==> config.mk <==
export PLATFORM = sky130hd
export DESIGN_NAME = cam_frame_reformat
export DESIGN_NICKNAME = d
export VERILOG_FILES = /design/src/rtl/camfr_pkg.sv /design/src/rtl/rf_pulse.sv /design/src/rtl/rf_timeout.sv /design/src/rtl/cam_frame_reformat.sv
export SDC_FILE = /design/constraint.sdc
export NUM_CORES = 1
export LEC_CHECK = 0
export ABC_AREA = 1
export ABC_CLOCK_PERIOD_IN_PS = 5100
export BUFFER_PORTS_ARGS = -buffer_cell sky130_fd_sc_hd__buf_2
export CORE_MARGIN = 4
export CORE_UTILIZATION = 45
export CTS_CLUSTER_SIZE = 20
export DETAILED_ROUTE_END_ITERATION = 8
export SLEW_MARGIN = 20
export SYNTH_ARGS = -nofsm -noshare
export SYNTH_HDL_FRONTEND = slang
export SYNTH_SLANG_ARGS = --single-unit
==> constraint.sdc <==
create_clock -name clk -period 5.1 [get_ports clk]
set_input_delay 0 -clock clk [delete_from_list [all_inputs] [get_ports clk]]
set_output_delay 0 -clock clk [all_outputs]
set_load 0.03 [all_outputs]
==> src/rtl/camfr_pkg.sv <==
package camfr_pkg;
  typedef enum logic [1:0] {S_HUNT, S_HDR, S_PIX, S_EOF} rf_state_e;

  localparam int ST_W     = 9;
  // status bit positions (host software decodes these)
  localparam int B_HUNT   = 0;
  localparam int B_EOFERR = 1;
  localparam int B_BUFOK  = 2;
  localparam int B_LAST   = 3;
  localparam int B_ABORT  = 4;
  localparam int B_TMO    = 5;
  localparam int B_BUSY   = 6;
  localparam int B_BUFWT  = 7;
  localparam int B_HFTMO  = 8;

  // index of header words counted from the first word after the sync pair
  localparam int HIDX_W   = 3;
  localparam int HDR_ROWS = 6;
  localparam int HDR_COLS = 7;
endpackage

==> src/rtl/rf_pulse.sv <==
module rf_pulse #(
  parameter int CW  = 8,
  parameter int DEF = 5
) (
  input  logic          clk,
  input  logic          rst,
  input  logic          fire,
  input  logic [CW-1:0] width,
  output logic          busy
);
  localparam logic [CW-1:0] DEF_V = CW'(DEF);

  logic [CW-1:0] cnt;
  logic [CW-1:0] eff;

  assign eff = (width == '0) ? DEF_V : width;

  always_ff @(posedge clk) begin
    if (rst) begin
      busy <= 1'b0;
      cnt  <= '0;
    end else if (fire) begin
      busy <= 1'b1;
      cnt  <= eff - 1'b1;
    end else if (busy) begin
      if (cnt == '0) busy <= 1'b0;
      else           cnt  <= cnt - 1'b1;
    end
  end

  // a pulse with cycles remaining stays high
  assert_pulse_hold_R7: assert property (@(posedge clk) disable iff (rst)
    (busy && cnt != '0) |=> busy);
  // a pulse only begins on a fire request
  assert_pulse_origin_R6: assert property (@(posedge clk) disable iff (rst)
    $rose(busy) |-> $past(fire));
endmodule

==> src/rtl/rf_timeout.sv <==
module rf_timeout #(
  parameter int LIMIT = 1625000
) (
  input  logic clk,
  input  logic rst,
  input  logic arm,
  input  logic reload,
  output logic hit
);
  localparam int CW = $clog2(LIMIT + 1);
  localparam logic [CW-1:0] LIM_V = CW'(LIMIT);

  logic [CW-1:0] cnt;

  always_ff @(posedge clk) begin
    if (rst || reload || !arm) cnt <= '0;
    else if (cnt != LIM_V)     cnt <= cnt + 1'b1;
  end

  assign hit = arm && (cnt == LIM_V);

  // counting stops when the limit is reached
  assert_to_bound_R8: assert property (@(posedge clk) disable iff (rst)
    cnt <= LIM_V);
endmodule

==> src/rtl/cam_frame_reformat.sv <==
module cam_frame_reformat import camfr_pkg::*; #(
  parameter int DW     = 16,
  parameter int CNT_W  = 32,
  parameter int FSW_W  = 16,
  parameter int RDW_W  = 8,
  parameter int FS_DEF = 2000,
  parameter int RD_DEF = 5,
  parameter int TO_CYC = 1625000
) (
  input  logic             clk,
  input  logic             rst,
  input  logic             start,
  input  logic             abort,
  input  logic             use_rc,
  input  logic [CNT_W-1:0] pix_n,
  input  logic [FSW_W-1:0] fs_width,
  input  logic [RDW_W-1:0] rd_width,
  input  logic             fifo_empty,
  input  logic [DW-1:0]    fifo_data,
  output logic             fifo_rd,
  output logic [DW-1:0]    dn_data,
  output logic             dn_strobe,
  output logic             frame_start,
  output logic             frame_irq,
  output logic [ST_W-1:0]  status
);
  localparam logic [HIDX_W-1:0] IDX_ROWS = HIDX_W'(HDR_ROWS);
  localparam logic [HIDX_W-1:0] IDX_COLS = HIDX_W'(HDR_COLS);

  rf_state_e         st;
  logic              active, prev_zero, fwd_q;
  logic              err_eof, last_q, abrt_q, tmo_q;
  logic [HIDX_W-1:0] hidx;
  logic [DW-1:0]     rows_q;
  logic [CNT_W-1:0]  left;
  logic              rd_busy, fs_busy, to_hit, to_arm;
  logic              go, w_zero, sync_hit, fwd_now;
  logic [2*DW-1:0]   rc_prod;
  logic [CNT_W-1:0]  npix;

  assign w_zero   = (fifo_data == '0);
  assign go       = active && !fifo_empty && !rd_busy && !fs_busy && !abort && !to_hit;
  assign sync_hit = go && (st == S_HUNT) && w_zero && prev_zero;
  assign fwd_now  = ((st == S_HDR) && (hidx != '0)) || (st == S_PIX);
  assign rc_prod  = rows_q * fifo_data;
  assign npix     = use_rc ? CNT_W'(rc_prod) : pix_n;
  assign to_arm   = active && (st != S_HUNT) && !fs_busy;

  rf_pulse #(.CW(RDW_W), .DEF(RD_DEF)) u_rd_pulse (
    .clk(clk), .rst(rst), .fire(go), .width(rd_width), .busy(rd_busy));

  rf_pulse #(.CW(FSW_W), .DEF(FS_DEF)) u_fs_pulse (
    .clk(clk), .rst(rst), .fire(sync_hit), .width(fs_width), .busy(fs_busy));

  rf_timeout #(.LIMIT(TO_CYC)) u_timeout (
    .clk(clk), .rst(rst), .arm(to_arm), .reload(go), .hit(to_hit));

  always_ff @(posedge clk) begin
    if (rst) begin
      st        <= S_HUNT;
      active    <= 1'b0;
      prev_zero <= 1'b0;
      fwd_q     <= 1'b0;
      err_eof   <= 1'b0;
      last_q    <= 1'b0;
      abrt_q    <= 1'b0;
      tmo_q     <= 1'b0;
      hidx      <= '0;
      rows_q    <= '0;
      left      <= '0;
      dn_data   <= '0;
      frame_irq <= 1'b0;
    end else begin
      frame_irq <= 1'b0;
      if (start && !active) begin
        active    <= 1'b1;
        st        <= S_HUNT;
        prev_zero <= 1'b0;
      end
      if (abort) begin
        active    <= 1'b0;
        st        <= S_HUNT;
        prev_zero <= 1'b0;
        if (st != S_HUNT) begin
          abrt_q <= 1'b1;
          last_q <= 1'b1;
        end
      end else if (to_hit) begin
        st        <= S_HUNT;
        prev_zero <= 1'b0;
        tmo_q     <= 1'b1;
        last_q    <= 1'b1;
        frame_irq <= 1'b1;
      end else if (go) begin
        fwd_q <= fwd_now;
        if (fwd_now) dn_data <= fifo_data;
        unique case (st)
          S_HUNT: begin
            if (w_zero && prev_zero) begin
              st        <= S_HDR;
              hidx      <= '0;
              prev_zero <= 1'b0;
              err_eof   <= 1'b0;
              last_q    <= 1'b0;
              abrt_q    <= 1'b0;
              tmo_q     <= 1'b0;
            end else begin
              prev_zero <= w_zero;
            end
          end
          S_HDR: begin
            hidx <= hidx + 1'b1;
            if (hidx == IDX_ROWS) rows_q <= fifo_data;
            if (hidx == IDX_COLS) begin
              left <= npix;
              st   <= (npix == '0) ? S_EOF : S_PIX;
            end
          end
          S_PIX: begin
            left <= left - 1'b1;
            if (left == CNT_W'(1)) st <= S_EOF;
          end
          S_EOF: begin
            st        <= S_HUNT;
            frame_irq <= 1'b1;
            if (!w_zero) err_eof <= 1'b1;
          end
          default: st <= S_HUNT;
        endcase
      end
    end
  end

  assign fifo_rd     = rd_busy;
  assign dn_strobe   = rd_busy && fwd_q;
  assign frame_start = fs_busy;

  always_comb begin
    status           = '0;
    status[B_HUNT]   = active && (st == S_HUNT);
    status[B_EOFERR] = err_eof;
    status[B_LAST]   = last_q;
    status[B_ABORT]  = abrt_q;
    status[B_TMO]    = tmo_q;
    status[B_BUSY]   = (st != S_HUNT);
  end

  assert_rd_needs_data_R7: assert property (@(posedge clk) disable iff (rst)
    $rose(fifo_rd) |-> $past(!fifo_empty));
  assert_dn_data_held_R7: assert property (@(posedge clk) disable iff (rst)
    (dn_strobe && $past(dn_strobe)) |-> $stable(dn_data));
  assert_no_read_idle_R9: assert property (@(posedge clk) disable iff (rst)
    $rose(fifo_rd) |-> $past(active));
  assert_fs_at_sync_R6: assert property (@(posedge clk) disable iff (rst)
    $rose(frame_start) |-> (st == S_HDR));
  assert_hunt_busy_excl_R10: assert property (@(posedge clk) disable iff (rst)
    $onehot0({status[B_HUNT], status[B_BUSY]}));
  assert_irq_single_R5: assert property (@(posedge clk) disable iff (rst)
    frame_irq |=> !frame_irq);
  assert_to_leaves_frame_R8: assert property (@(posedge clk) disable iff (rst)
    to_hit |=> !to_hit);
endmodule

==> results.cfg <==
[placement]
placed_cell_area_mm2 = 0.0185
gp_congestion = 0.974
dp_hpwl_um = 39400
io_buffer_count = 103

[timing]
relSlewSlack = 0.295
timing.hold.ws_ps = 21.1
final.setup.worst_slack_ps = -493
finalWorstPathRequiredPeriod_ps = 5590
setup_violations = 21
final-max-slew-violation-count = 0
fmaxAchievable_mhz = 179
worstMarginPinSlew_ps = 1060
hold_viol = 0
min_period_over_period = 1.10
finalClockSkew_ps = 17.0
grt_setup_unrepaired = yes

[layout]
fillCellCount = 3486
multiInputGateArea_mm2 = 0.0127
final_core_util = 0.560
final_area_mm2 = 0.0204
syn2layout_area_growth_pct = 23.2
fin_nets = 3024
drive_above_1_share = 0.215
seqCellArea_mm2 = 0.00253

[yosys]
synth_flop_cell = dfxtp_1
yosys.area.top_type = fa_1
syn_area_mm2 = 0.0166
ys_types = 47
async_flop_share = 0
yosysMostFrequentCell = nand2_1
yosysSeqAreaShare = 0.150
avgSynthCellArea_um2 = 6.75
netlist.area_leader.share = 0.234
synthTopCellsByCount = 683 x nand2_1, 492 x inv_1, 194 x fa_1
synth_edf_count = 0
yosys-top-cells-area = fa_1 23%, nand2_1 15%, dfxtp_1 15%
ys_ff_latch = 124
synthCells = 2453
ys_warn_count = 0

[setup_path]
cp_common_cell = fa_1
crit_slowest_cell = fa_1
cp.arrival_ps = 5970
critPathMaxStageDelay_ps = 560
crit_type = reg -> reg
crit_buf_inv = 4
start_kind = register
cp-end-kind = register
critPathMaxFanout = 6
cp_data_required_time_ps = 5480
path_delay_family = adder cells

[min_path]
hold_class = in -> reg

[power]
p_sw_frac = 0.268
peakVddDrop_v = 0.000230
p_seq_frac = 0.375
p_sw_mw = 0.693
total_power_mw = 2.58
powerDensity_mw_per_mm2 = 127
leakage_nw = 10.3
p_int_mw = 1.89
comb_power_share = 0.098
power.clock.fraction = 0.527

[detailed_routing]
wirelength_um = 50800
wl_per_cell_um = 16.3
via_per_inst = 5.12
dr.pass1.iters = 5
drc = 0
vias = 15966
drt_iter0_drc = 997
ant_nets = 0

[global_route]
grt_pass1_vias = 16109
grt_pass1_wl_um = 81900
overflow = 0
gr-usage-all-layers = 0.258
grt_max_degree = 51
grt_antenna_before_repair = 3

[flow_run]
drv_cap = 0

[clock_tree]
cts_buffer_depth = 2
cts_sinks = 124
clk_pin_slew_ps = 60
cts_buffers = 17
cts_tree = built
htreeDepth = 4
clk-insertion-delay-late_ps = 450
root_buffer = clkbuf_16

[die]
core_mm2 = 0.0364
die-area_mm2 = 0.0400
die_x_um = 200
start_util = 0.455
die_height_um = 200
io_pins = 107
fp-row-count = 70

[status]
violations = setup timing
status = finished with violations
## through the flow
step / TNS, ps / setup WS (ps) / instances
detailed placement: -13160 / -820 / 3049
CTS: -6300 / -435 / 3113
global placement: -12170 / -829 / 3049
floorplan: -122 / -62.3 / 2455
finish: -6120 / -493 / 3120
global route: -11580 / -800 / 3120
## sequential cells by signal (all words and copies together), names as in the netlist, 2 cells and up
register,count
left,32
u_timeout.cnt,21
dn_data,16
rows_q,16
u_fs_pulse.cnt,16
u_rd_pulse.cnt,8
hidx,3
st,2
## cell usage in the layout (no fill, tap or decap), drive strengths merged, types with 19 or more instances in the layout
master | netlist | final
nand3 | 146 | 146
dfxtp | 124 | 124
nand2 | 689 | 689
or2 | 19 | 19
o21ai | 95 | 95
nor2 | 190 | 190
clkbuf | 80 | 19
fa | 194 | 194
nor3 | 25 | 25
inv | 500 | 507
ha | 114 | 114
buf | 37 | 272
a21oi | 126 | 126
## power by group through the flow
stage | clock network, mW | registers [mW] | logic [mW]
floorplan | 0 | 0.995 | 0.119
global placement | 0 | 0.995 | 0.236
detailed placement | 0 | 0.995 | 0.235
CTS | 1.38 | 0.969 | 0.245
global route | 1.42 | 0.968 | 0.275
finish | 1.36 | 0.968 | 0.254
## layer usage
metal  GRT usage  vias up  wire length, um
met5           0        -               21
met4      0.0800        4             1210
met3      0.0339       71             2670
met2       0.450      427            25400
met1       0.335     7639            21500
li1            -     7825                -
## worst min-delay path, cell delays in order
cell	delay [ps]
buf_2	100
inv_1	80
o21ai_4	100
a21oi_1	130
## logic make-up (layout without fill, tap and decap cells)
logic type / Yosys count / in the layout / share of synthesized area
simple gates: 1114 / 1114 / 0.281
buf+inv: 617 / 813 / 0.144
fa+ha+maj: 308 / 308 / 0.320
compound gates: 260 / 260 / 0.0890
flops: 124 / 124 / 0.150
xor+xnor: 27 / 27 / 0.0143
mux: 2 / 2 / 0.00121
other cells: 1 / 4 / 0.000226
## area by class of cell
type,instances,area share
multi-input combinational,1714,0.620
sequential,124,0.124
timing repair buffer,281,0.104
inverter,500,0.0922
tap,468,0.0287
clock buffer,18,0.0210
clock inverter,14,0.0101
antenna,1,0.000123
## final timing paths
kind                                               start  slack [ps]                        endpoint  depth (start not counted)
worst max register to register    rows_q[6]$_SDFFE_PP0P_        -490                st[0]$_SDFF_PP0_                         26
worst max-delay path              rows_q[6]$_SDFFE_PP0P_        -490                st[0]$_SDFF_PP0_                         26
worst min-delay path                         fs_width[0]          20  u_fs_pulse.cnt[0]$_SDFFE_PP0P_                          4
worst min register to register  dn_data[15]$_SDFFE_PP0P_         460        dn_data[15]$_SDFFE_PP0P_                          2
## repair_timing
item,CTS,global route
hold buffers,7,0
pin swaps,56,85
setup buffers,22,7
cloned,3,1
hold endpoints to repair,8,0
resized for setup,142,112
setup endpoints to repair,23,24
Power figures use the tool's default switching activity.
